## src/rtl/i2c_addr_pkg.sv

```systemverilog
package i2c_addr_pkg;
  localparam int ADDR_W   = 10;
  localparam int BYTE_W   = 8;
  localparam int CNT_W    = $clog2(BYTE_W + 1);
  localparam int PREFIX_W = 5;
  localparam logic [PREFIX_W-1:0] TEN_BIT_PREFIX = 5'b11110;

  typedef enum logic [1:0] {
    SLV_IDLE,
    SLV_RECV,
    SLV_ACK,
    SLV_SKIP
  } slv_state_t;
endpackage

```

## src/rtl/i2c_line_sync.sv

```systemverilog
module i2c_line_sync #(
  parameter int STAGES = 2
) (
  input  logic clk,
  input  logic rst_n,
  input  logic enable,
  input  logic scl_raw,
  input  logic sda_raw,
  output logic scl_s,
  output logic sda_s,
  output logic scl_rise,
  output logic scl_fall,
  output logic start_det,
  output logic stop_det
);
  logic [STAGES-1:0] scl_pipe;
  logic [STAGES-1:0] sda_pipe;
  logic              scl_q;
  logic              sda_q;

  always_ff @(posedge clk or negedge rst_n) begin
    if (!rst_n) begin
      scl_pipe <= '1;
      sda_pipe <= '1;
      scl_q    <= 1'b1;
      sda_q    <= 1'b1;
    end else begin
      scl_pipe <= {scl_pipe[STAGES-2:0], scl_raw};
      sda_pipe <= {sda_pipe[STAGES-2:0], sda_raw};
      scl_q    <= scl_pipe[STAGES-1];
      sda_q    <= sda_pipe[STAGES-1];
    end
  end

  assign scl_s     = scl_pipe[STAGES-1];
  assign sda_s     = sda_pipe[STAGES-1];
  assign scl_rise  = enable & scl_s & ~scl_q;
  assign scl_fall  = enable & ~scl_s & scl_q;
  // SDA edges count only while SCL stayed high across both samples
  assign start_det = enable & scl_s & scl_q & sda_q & ~sda_s;
  assign stop_det  = enable & scl_s & scl_q & ~sda_q & sda_s;
endmodule

```

## src/rtl/i2c_addr_match.sv

```systemverilog
module i2c_addr_match
  import i2c_addr_pkg::*;
(
  input  logic [BYTE_W-1:0] rx_byte,
  input  logic              ten_bit,
  input  logic              second_byte,
  input  logic              armed,
  input  logic [ADDR_W-1:0] own_addr,
  output logic              hit,
  output logic              is_final
);
  logic header_ok;

  always_comb begin
    header_ok = (rx_byte[BYTE_W-1 -: PREFIX_W] == TEN_BIT_PREFIX) &&
                (rx_byte[2:1] == own_addr[ADDR_W-1 -: 2]);
    hit      = 1'b0;
    is_final = 1'b1;
    if (!ten_bit) begin
      hit = (rx_byte[BYTE_W-1:1] == own_addr[6:0]);
    end else if (second_byte) begin
      hit = (rx_byte == own_addr[BYTE_W-1:0]);
    end else if (!rx_byte[0]) begin
      hit      = header_ok;
      is_final = 1'b0;
    end else begin
      hit = header_ok & armed;
    end
  end
endmodule

```

## src/rtl/i2c_slave_fsm.sv

```systemverilog
module i2c_slave_fsm
  import i2c_addr_pkg::*;
(
  input  logic              clk,
  input  logic              rst_n,
  input  logic              enable,
  input  logic              scl_rise,
  input  logic              scl_fall,
  input  logic              sda_s,
  input  logic              start_det,
  input  logic              stop_det,
  input  logic              hit,
  input  logic              is_final,
  output logic [BYTE_W-1:0] rx_byte,
  output logic              second_byte,
  output logic              armed,
  output logic              sda_low,
  output logic              addr_set
);
  slv_state_t       state;
  logic [CNT_W-1:0] bit_cnt;
  logic             ack_final;

  always_ff @(posedge clk or negedge rst_n) begin
    if (!rst_n) begin
      state       <= SLV_IDLE;
      bit_cnt     <= '0;
      rx_byte     <= '0;
      second_byte <= 1'b0;
      armed       <= 1'b0;
      sda_low     <= 1'b0;
      ack_final   <= 1'b0;
      addr_set    <= 1'b0;
    end else if (!enable) begin
      state       <= SLV_IDLE;
      bit_cnt     <= '0;
      second_byte <= 1'b0;
      armed       <= 1'b0;
      sda_low     <= 1'b0;
      addr_set    <= 1'b0;
    end else begin
      addr_set <= 1'b0;
      if (stop_det) begin
        state       <= SLV_IDLE;
        second_byte <= 1'b0;
        armed       <= 1'b0;
        sda_low     <= 1'b0;
      end else if (start_det) begin
        state       <= SLV_RECV;
        bit_cnt     <= '0;
        second_byte <= 1'b0;
        sda_low     <= 1'b0;
      end else begin
        unique case (state)
          SLV_RECV: begin
            if (scl_rise) begin
              rx_byte <= {rx_byte[BYTE_W-2:0], sda_s};
              bit_cnt <= bit_cnt + 1'b1;
            end else if (scl_fall && bit_cnt == CNT_W'(BYTE_W)) begin
              if (hit) begin
                state     <= SLV_ACK;
                sda_low   <= 1'b1;
                ack_final <= is_final;
                if (second_byte) armed <= 1'b1;
              end else begin
                state <= SLV_SKIP;
                if (second_byte) armed <= 1'b0;
              end
            end
          end
          SLV_ACK: begin
            if (scl_fall) begin
              sda_low <= 1'b0;
              if (ack_final) begin
                state    <= SLV_SKIP;
                addr_set <= 1'b1;
              end else begin
                state       <= SLV_RECV;
                bit_cnt     <= '0;
                second_byte <= 1'b1;
              end
            end
          end
          default: ;
        endcase
      end
    end
  end
endmodule

```

## src/rtl/i2c_status_flags.sv

```systemverilog
module i2c_status_flags (
  input  logic clk,
  input  logic rst_n,
  input  logic enable,
  input  logic addr_set,
  input  logic stop_det,
  input  logic txbuf_wr,
  input  logic status_rd,
  input  logic irq_en_addr,
  input  logic irq_en_stop,
  output logic addr_flag,
  output logic stop_flag,
  output logic irq
);
  always_ff @(posedge clk or negedge rst_n) begin
    if (!rst_n) begin
      addr_flag <= 1'b0;
      stop_flag <= 1'b0;
    end else if (!enable) begin
      addr_flag <= 1'b0;
      stop_flag <= 1'b0;
    end else begin
      if (addr_set)      addr_flag <= 1'b1;
      else if (txbuf_wr) addr_flag <= 1'b0;
      if (stop_det)       stop_flag <= 1'b1;
      else if (status_rd) stop_flag <= 1'b0;
    end
  end

  assign irq = (addr_flag & irq_en_addr) | (stop_flag & irq_en_stop);
endmodule

```

## src/rtl/i2c_addr_slave.sv

```systemverilog
module i2c_addr_slave
  import i2c_addr_pkg::*;
#(
  parameter int SYNC_STAGES = 2
) (
  input  logic              clk,
  input  logic              rst_n,
  input  logic              scl_in,
  input  logic              sda_in,
  output logic              scl_drive_low,
  output logic              sda_drive_low,
  input  logic              cfg_enable,
  input  logic              cfg_ten_bit,
  input  logic [ADDR_W-1:0] cfg_own_addr,
  input  logic              cfg_irq_en_addr,
  input  logic              cfg_irq_en_stop,
  input  logic              txbuf_wr,
  input  logic              status_rd,
  output logic              stat_addressed,
  output logic              stat_stop,
  output logic              irq_out
);
  logic scl_s, sda_s, scl_rise, scl_fall, start_det, stop_det;
  logic [BYTE_W-1:0] rx_byte;
  logic second_byte, armed, hit, is_final, addr_set;

  i2c_line_sync #(.STAGES(SYNC_STAGES)) u_sync (
    .clk       (clk),
    .rst_n     (rst_n),
    .enable    (cfg_enable),
    .scl_raw   (scl_in),
    .sda_raw   (sda_in),
    .scl_s     (scl_s),
    .sda_s     (sda_s),
    .scl_rise  (scl_rise),
    .scl_fall  (scl_fall),
    .start_det (start_det),
    .stop_det  (stop_det)
  );

  i2c_addr_match u_match (
    .rx_byte     (rx_byte),
    .ten_bit     (cfg_ten_bit),
    .second_byte (second_byte),
    .armed       (armed),
    .own_addr    (cfg_own_addr),
    .hit         (hit),
    .is_final    (is_final)
  );

  i2c_slave_fsm u_fsm (
    .clk         (clk),
    .rst_n       (rst_n),
    .enable      (cfg_enable),
    .scl_rise    (scl_rise),
    .scl_fall    (scl_fall),
    .sda_s       (sda_s),
    .start_det   (start_det),
    .stop_det    (stop_det),
    .hit         (hit),
    .is_final    (is_final),
    .rx_byte     (rx_byte),
    .second_byte (second_byte),
    .armed       (armed),
    .sda_low     (sda_drive_low),
    .addr_set    (addr_set)
  );

  i2c_status_flags u_flags (
    .clk         (clk),
    .rst_n       (rst_n),
    .enable      (cfg_enable),
    .addr_set    (addr_set),
    .stop_det    (stop_det),
    .txbuf_wr    (txbuf_wr),
    .status_rd   (status_rd),
    .irq_en_addr (cfg_irq_en_addr),
    .irq_en_stop (cfg_irq_en_stop),
    .addr_flag   (stat_addressed),
    .stop_flag   (stat_stop),
    .irq         (irq_out)
  );

  assign scl_drive_low = stat_addressed;
endmodule

```

## config.mk

```make
export PLATFORM = sky130hd
export DESIGN_NAME = i2c_addr_slave
export DESIGN_NICKNAME = d
export VERILOG_FILES = /design/src/rtl/i2c_addr_pkg.sv /design/src/rtl/i2c_line_sync.sv /design/src/rtl/i2c_addr_match.sv /design/src/rtl/i2c_slave_fsm.sv /design/src/rtl/i2c_status_flags.sv /design/src/rtl/i2c_addr_slave.sv
export SDC_FILE = /design/constraint.sdc
export NUM_CORES = 1
export LEC_CHECK = 0
export ABC_AREA = 0
export BUFFER_PORTS_ARGS = -buffer_cell sky130_fd_sc_hd__buf_2
export CORE_MARGIN = 10
export CORE_UTILIZATION = 55
export DETAILED_ROUTE_END_ITERATION = 12
export PLACE_DENSITY = 0.85
export SLEW_MARGIN = 40
export SYNTH_ARGS = -nofsm -noshare
export SYNTH_HDL_FRONTEND = slang
export SYNTH_SLANG_ARGS = --single-unit
```

## constraint.sdc

```tcl
create_clock -name clk -period 1.82 [get_ports clk]
set_input_delay 0.182 -clock clk [delete_from_list [all_inputs] [get_ports clk]]
set_output_delay 0.182 -clock clk [all_outputs]
set_load 0.005 [all_outputs]
```

==> metrics, run 1 <==
TritonCTS Buffers=3; Clock Sinks=27; vias per inst=a little under 6; fin. max-slew vios=0; vias in the first global route=1,226; # rows=18; n_diodes=0; P_leak=~0.84 nW; die height=72.5 um; crit path max fanout=4; sw frac=28.9%; Initial Util=around 60%; WL/cell=16.9 um; Final Util=a little under three quarters; cell taking the most area after synthesis=dfrtp_1; crit path launch type=flop; FF+latch count, synth=27; synthesized area=around 0.0015 mm2; combinational share of power=about a fifth; Tot Pwr=between 0.001 and 0.0015 W; async set-reset flop share out of synthesis=100%; Max IR drop VDD=between 500 and 600 uV; DRT antenna net count=0; Clock transition at path regs=130 ps; CTS tree=built; first-pass GRT wire length=5.61 mm; Post-synth EDFFs=0; Yosys cell types=45; commonest non-fill, non-tap cell in the layout=buf_2; clk root buf=clkbuf_4; CP Capture Type=flop; clk_lat worst skew=330 ps; port bufs=24; total grt overflow=0; Synth top area share=34.7%; clk_skew=around 7.8 ps; Worst Path Arrival=2000 ps; total number of vias=1,245; final non-filler cell total=214; Ys Warns=0; clock share of power=21.7%; Power Density=648 mW/mm2; die width=between 70 and 80 um; router iterations before antenna repair=4; Post-DP HPWL=2.64 mm; drc violations=0; Peak Freq=between 0.5 and 0.6 GHz; final hold viol count=0; largest cells by area after synthesis=dfrtp_1 35%, dfstp_2 10%, xor2_1 6.4%; Final period util=a little over nine tenths; Net Sw Power=between 0.0003 and 0.0004 W; internal power=between 0.0008 and 0.0009 W; final WL=approximately 3.6 mm; max_slew headroom=61.4%; H-tree levels=1; status=finished, final reports clean; Core Area=0.00254 mm2; syn nets=170; Syn-to-layout area delta=19.4%; Post-Syn Instances=148; die area=0.00525 mm2; fin crit period=1780 ps; GPL Wtd Cong=0.870; sequential share of the synthesized area=between 40 and 50%; most frequent cells in the layout=24 x buf_2, 15 x dfrtp_1, 14 x nand2_1; worst min path class=primary input to flop; sequential share of power=between 50% and 60%; Placed Area=0.00168 mm2; setup violators final=0; I/O pin cnt=25; GR Util All Layers=13.1%; unrepaired setup endpoints after global routing=true; final worst setup slack=44.0 ps; Max Cap Viol=0; # nets final=207; CTS Buffer Depth=2; antenna violations before repair=0; WS Path Type=flop to flop; CP Data Required Time=2040 ps; worst-margin pin slew=~580 ps; DR iter-0 viols=68; post-layout instance area=0.00181 mm2; Post-Place Cells=202; share of cells above drive strength 1=between 20% and 30%; prevailing post-synth register cell=dfrtp_1; Avg Cell Area, Syn=between 10 and 15 um2; worst slack at placement=16.7 ps; maximum number of pins on one net before global-route repair=28
-- synthesized netlist by cell type, drive strengths merged, types with 2 or more instances --
cell type  instances
a21oi              6
a311oi             2
a31oi              3
and2b              2
and3               2
and3b              2
and4               3
dfrtp             21
dfstp              6
ha                 2
inv                8
mux2               8
nand2             14
nand2b             3
nand3              8
nand4              3
nor2               2
nor2b              6
nor4               2
o21ai              6
xnor2              7
xor2              11
-- critical path, cell delays in order, from the launching register on --
cell and delay (ps):
dfrtp_2 470, xor2_1 180, nor4_2 310, nand4_1 210, and3_4 200, o31a_1 290
-- power groups by stage --
stage | Combinational [W] | Clock, W | Sequential (W)
after floorplan | 0.000133 | 0 | 0.000683
after global placement | 0.000191 | 0 | 0.000691
after detailed placement | 0.000200 | 0 | 0.000696
after CTS | 0.000211 | 0.000263 | 0.000685
after global routing | 0.000258 | 0.000291 | 0.000693
final | 0.000232 | 0.000255 | 0.000685
-- what timing repair did --
item,CTS,global route
hold buffers,3,0
setup endpoints to repair,1,5
hold endpoints to repair,23,0
resized for setup,3,10
pin swaps,1,6
buffers inserted,0,5
-- sequential cells by signal, summed over array words and instances (netlist names), 2 cells and up --
name             cells
u_fsm.bit_cnt        4
u_fsm.rx_byte        8
u_fsm.state          2
u_sync.scl_pipe      2
u_sync.sda_pipe      2
-- layout make-up --
cell class	instances	area (um2)
clock buffers	3	22.5
clock inverters	1	5.00
fillers	184	736
inverters	8	30.0
multi-input cells	111	821
flip-flops and latches	27	691
well taps	30	37.5
repair buffers	34	203
-- worst paths after layout --
path                                         start  cells past startpoint            endpoint  slack (ps)
max in group asynchronous                    rst_n                      2   u_fsm.second_byte        1040
worst min register to register  u_sync.sda_pipe[0]                      0  u_sync.sda_pipe[1]         370
min in group asynchronous                    rst_n                      2    u_fsm.bit_cnt[3]         370
worst min-delay path                     status_rd                      3   u_flags.stop_flag         110
worst max-delay path              u_fsm.rx_byte[5]                      5      u_fsm.state[0]          40
worst max register to register    u_fsm.rx_byte[5]                      5      u_fsm.state[0]          40
-- metrics by stage --
stage                     hold slack [ps]  setup TNS, ps
final                                 105              0
after global routing                  110          -64.5
after CTS                            98.1              0
after detailed placement              218              0
after global placement                209              0
after floorplan                      -114              0
-- kinds of logic (layout without fill, tap and decap cells) --
group                      count (synthesis)  after routing  share of synthesized area (%)
AOI/OAI and AO/OA                         29             29                           13.1
xor gates and xnor gates                  18             18                           10.4
muxes                                      8              8                           5.95
DFF                                       27             27                           45.1
adders and majority gates                  2              2                           1.65
buffers and inverters                     10             46                           2.73
and+or+nand+nor                           54             54                           21.1
-- layer usage --
metal / global-route usage [%] / part of all wire [%]
met1: 15.9 / 43
met2: 21.4 / 49
met3: 4.35 / 6.0
met4: 4.01 / 2.2
met5: 0 / 0
(Power assumes the default switching activity.)
==> inputs of run 2 (changes only) <==
--- a/config.mk
+++ b/config.mk
@@ -8,9 +8,9 @@
 export ABC_AREA = 0
 export BUFFER_PORTS_ARGS = -buffer_cell sky130_fd_sc_hd__buf_2
 export CORE_MARGIN = 10
-export CORE_UTILIZATION = 55
+export CORE_UTILIZATION = 59
 export DETAILED_ROUTE_END_ITERATION = 12
-export PLACE_DENSITY = 0.85
+export PLACE_DENSITY = 0.9
 export SLEW_MARGIN = 40
 export SYNTH_ARGS = -nofsm -noshare
 export SYNTH_HDL_FRONTEND = slang
==> constraint.sdc (replaced) <==
create_clock -name clk -period 2.3 [get_ports clk]
set_input_delay 0.23 -clock clk [delete_from_list [all_inputs] [get_ports clk]]
set_output_delay 0.23 -clock clk [all_outputs]
set_load 0.005 [all_outputs]
==> metrics, run 2 (synthesis gave the netlist of run 1 again) <==
status=finished, final reports clean; TritonCTS Buffers=3; largest registers=u_fsm.rx_byte (8), u_fsm.bit_cnt (4); CTS Buffer Depth=2; final worst setup slack=approximately 470 ps; CP Data Required Time=2580 ps; share of cells above drive strength 1=around a fifth; GR Util All Layers=13.7%; clk root buf=clkbuf_4; final hold viol count=0; Largest register FFs=8; worst min path class=primary input to flop; worst slack at placement=just over 500 ps; drc violations=0; die area=0.00499 mm2; n_diodes=0; final WL=3.42 mm; die width=70.7 um; Core Area=0.00245 mm2; # rows=18; fin. max-slew vios=0; Max Cap Viol=0; Filler Cell Count=roughly 180; die height=70.7 um; commonest non-fill, non-tap cell in the layout=buf_2; crit path launch type=flop; Reg with most FFs=u_fsm.rx_byte; H-tree levels=1; antenna violations before repair=0; GPL Wtd Cong=0.963; Initial Util=61.7%; WL/cell=16.4 um; DR iter-0 viols=118; setup violators final=0; clk_skew=between 2 and 2.5 ps; max_slew headroom=~61%; worst-margin pin slew=between 500 and 600 ps; WS Path Type=flop to flop; # nets final=201; Post-DP HPWL=~2.7 mm; clk_lat worst skew=340 ps; router iterations before antenna repair=4; Clock transition at path regs=roughly 150 ps; maximum number of pins on one net before global-route repair=28; Setup Buffers After CTS=0; CTS tree=built; Tot Pwr=0.000924 W; port bufs=24; first-pass GRT wire length=5.82 mm; worst hold slack=130 ps; CP Capture Type=flop; fin crit period=1830 ps; Max IR drop VDD=371 uV; I/O pin cnt=25; Clock Sinks=27; multi-input logic area=791 um2; Power Density=535 mW/mm2; most frequent cells in the layout=24 x buf_2, 21 x dfrtp_1, 14 x nand2_1; vias per inst=5.88; Gates resized, CTS repair=0; total grt overflow=0; crit path max fanout=5; Peak Freq=0.545 GHz; final non-filler cell total=208; Worst Path Arrival=2110 ps; vias in the first global route=1,301; P_leak=between 0.8 and 0.9 nW; setup TNS=0 ps; total number of vias=around 1,200; DRT antenna net count=0; Seq. cell area=roughly 680 um2; Post-Place Cells=~200; Final period util=79.8%; Syn-to-layout area delta=14.0%; unrepaired setup endpoints after global routing=false
## run 2: changes by cell type in the layout (fill, tap and decap cells not counted), sizes merged
cell  delta
buf      -6
## run 2: cell type report
| cell class | instances | area share, % |
|---|---|---|
| Clock buffer | 3 | 1.30 |
| Clock inverter | 1 | 0.290 |
| Inverter | 8 | 1.74 |
| Multi-Input combinational cell | 111 | 45.8 |
| Sequential cell | 27 | 39.6 |
| Tap cell | 30 | 2.17 |
| Timing Repair Buffer | 28 | 9.13 |
## run 2: worst paths after layout
path / startpoint / to / slack (ps) / cells past startpoint
worst min-delay path: status_rd / u_flags.stop_flag / 130 / 3
min in group asynchronous: rst_n / u_fsm.sda_low / 400 / 2
max in group asynchronous: rst_n / u_sync.scl_q / 1510 / 2
worst max register to register: u_fsm.rx_byte[5] / u_fsm.ack_final / 470 / 5
worst min register to register: u_sync.sda_pipe[0] / u_sync.sda_pipe[1] / 370 / 0
worst max-delay path: u_fsm.rx_byte[5] / u_fsm.ack_final / 470 / 5
## run 2: per-stage QoR
step | cell area, um2 | utilization, %
6_report | 1730 | 70.3
5_1_grt | 1730 | 70.3
4_1_cts | 1730 | 70.3
3_5_place_dp | 1670 | 68.0
3_3_place_gp | 1670 | 68.0
2_1_floorplan | 1520 | -
## run 2: layer usage
| metal | vias to the layer above | share of wire (%) | track usage (%) |
|---|---|---|---|
| li1 | 597 | - | - |
| met1 | 580 | 42 | 15.7 |
| met2 | 45 | 51 | 23.9 |
| met3 | 2 | 6.9 | 3.63 |
| met4 | 0 | 1.0 | 4.95 |
| met5 | - | 0 | 0 |
## run 2: timing repair
action                                  in CTS  in global routing
endpoints found under the setup margin       0                  0
endpoints found under the hold margin       23                  0
hold buffers                                 3                  0
## run 2: report_power, final
| part | switching, W | internal (W) | leakage, nW |
|---|---|---|---|
| clock | 0.000150 | 0.0000656 | 0.0177 |
| combinational | 0.0000867 | 0.0000775 | 0.454 |
| sequential | 0.0000398 | 0.000505 | 0.345 |
| total | 0.000276 | 0.000648 | 0.817 |
## run 2: critical path, stage by stage, from the launching register on
cell and delay (ps):
dfrtp_1 460, xor2_1 160, nor4_1 340, a41oi_1 250, a311o_1 400, a21oi_1 150
==> inputs of run 3 (changes only) <==
--- a/config.mk
+++ b/config.mk
@@ -8,9 +8,9 @@
 export ABC_AREA = 0
 export BUFFER_PORTS_ARGS = -buffer_cell sky130_fd_sc_hd__buf_2
 export CORE_MARGIN = 10
-export CORE_UTILIZATION = 59
+export CORE_UTILIZATION = 55
 export DETAILED_ROUTE_END_ITERATION = 12
-export PLACE_DENSITY = 0.9
+export PLACE_DENSITY = 0.85
 export SLEW_MARGIN = 40
 export SYNTH_ARGS = -nofsm -noshare
 export SYNTH_HDL_FRONTEND = slang
==> constraint.sdc (replaced) <==
create_clock -name clk -period 1.9 [get_ports clk]
set_input_delay 0.19 -clock clk [delete_from_list [all_inputs] [get_ports clk]]
set_output_delay 0.19 -clock clk [all_outputs]
set_load 0.005 [all_outputs]
==> metrics, run 3 (synthesis gave the netlist of run 1 again) <==
I/O pin cnt=25; Max Cap Viol=0; port bufs=24; Post-DP HPWL=2.64 mm; fin crit period=1830 ps; WS Path Type=flop to flop; total number of vias=1,196; Crit path largest cell delay=480 ps; WL/cell=16.0 um; setup violators final=0; H-tree levels=1; largest registers=u_fsm.rx_byte (8), u_fsm.bit_cnt (4); final hold viol count=0; Core Area=roughly 0.0025 mm2; Clock transition at path regs=130 ps; n_diodes=0; Filler Cell Count=191; CTS Buffer Depth=2; GR Util All Layers=between 10% and 20%; setup TNS=0 ps; Largest register FFs=8; Syn-to-layout area delta=15.2%; CTS tree=built; Clock Sinks=27; clk root buf=clkbuf_4; worst min path class=primary input to flop; crit-path cells=xor2_1 -> nor4_1 -> a41oi_1 -> a311o_1 -> a21oi_1; CP Capture Type=flop; fin. max-slew vios=0; vias per inst=5.72; P_leak=roughly 0.8 nW; CP Data Required Time=2160 ps; Worst Path Arrival=2080 ps; max_slew headroom=between 60% and 70%; crit path launch type=flop; crit path max fanout=5; vias in the first global route=1,212; Initial Util=59.5%; final WL=3.35 mm; Peak Freq=approximately 0.55 GHz; worst-margin pin slew=569 ps; die width=72.5 um; antenna violations before repair=0; die height=72.5 um; maximum number of pins on one net before global-route repair=28; clk_lat worst skew=roughly 330 ps; drc violations=0; DR iter-0 viols=67; commonest non-fill, non-tap cell in the layout=buf_2; Slowest-stage cell, CP=dfrtp_2; Max IR drop VDD=about 500 uV; total grt overflow=0; router iterations before antenna repair=4; DRT antenna net count=0; # nets final=202; Final Util=68.6%; first-pass GRT wire length=5.53 mm; die area=between 0.005 and 0.006 mm2; TritonCTS Buffers=3; GPL Wtd Cong=0.870; share of cells above drive strength 1=22.9%; # rows=18; status=finished, final reports clean; most frequent cells in the layout=24 x buf_2, 18 x dfrtp_1, 14 x nand2_1; Reg with most FFs=u_fsm.rx_byte; Setup Buffers After CTS=0; Power Density=630 mW/mm2; Final period util=96.1%; clk_skew=between 5 and 6 ps
## run 3: path summary, 6_finish.rpt
check                              startpoint                  to  slack, ps  depth (start not counted)
setup / recovery             u_fsm.rx_byte[5]     u_fsm.ack_final         70                          5
hold / removal                      status_rd   u_flags.stop_flag        110                          3
max in group asynchronous               rst_n    u_fsm.rx_byte[2]       1130                          2
hold reg to reg            u_sync.sda_pipe[0]  u_sync.sda_pipe[1]        370                          0
setup reg to reg             u_fsm.rx_byte[5]     u_fsm.ack_final         70                          5
min in group asynchronous               rst_n    u_fsm.rx_byte[7]        370                          2
## run 3: final cells by class
class	count	area, um2	share of cell area, %
Timing Repair Buffer	29	165	9.46
Multi-Input combinational cell	111	798	45.7
Clock buffer	3	22.5	1.29
Tap cell	30	37.5	2.15
Clock inverter	1	5.00	0.287
Sequential cell	27	687	39.4
Inverter	8	30.0	1.72
## run 3: metal layers
metal / GRT usage, % / share of wire [%] / up-vias / wire length [um]
li1: - / - / 598 / -
met5: 0 / 0 / - / 0
met1: 15.7 / 44 / 564 / 1480
met4: 3.80 / 1.2 / 0 / 39
met3: 4.49 / 5.9 / 7 / 199
met2: 20.7 / 49 / 27 / 1630
## run 3: power by group
part	total [W]	internal (W)	leakage (nW)	switching, W
Clock	0.000242	0.0000791	0.0177	0.000162
Sequential	0.000657	0.000612	0.340	0.0000452
Combinational	0.000201	0.0000956	0.459	0.000105
## run 3: worst max-delay path: cells and delay by family (launching register included)
| family | cells | cell delay, ps |
|---|---|---|
| compound gates | 3 | 790 |
| xor+xnor | 1 | 160 |
| flops | 1 | 480 |
| simple gates | 1 | 330 |
## run 3: repair_timing
action,in CTS,in global routing
resized for setup,0,4
endpoints found under the setup margin,0,2
hold endpoints to repair,23,0
hold buffers,3,0
## run 3: per-stage QoR
stage / hold slack [ps] / instance area [um2] / worst slack [ps] / power (W) / cells
after floorplan: -106 / 1520 / 299 / 0.000782 / 148
after global placement: 217 / 1680 / 179 / 0.000845 / 202
after detailed placement: 226 / 1680 / 96.7 / 0.000859 / 202
after CTS: 106 / 1730 / 57.6 / 0.00111 / 209
after global routing: 117 / 1750 / -18.5 / 0.00117 / 209
final: 110 / 1750 / 74.3 / 0.00110 / 209
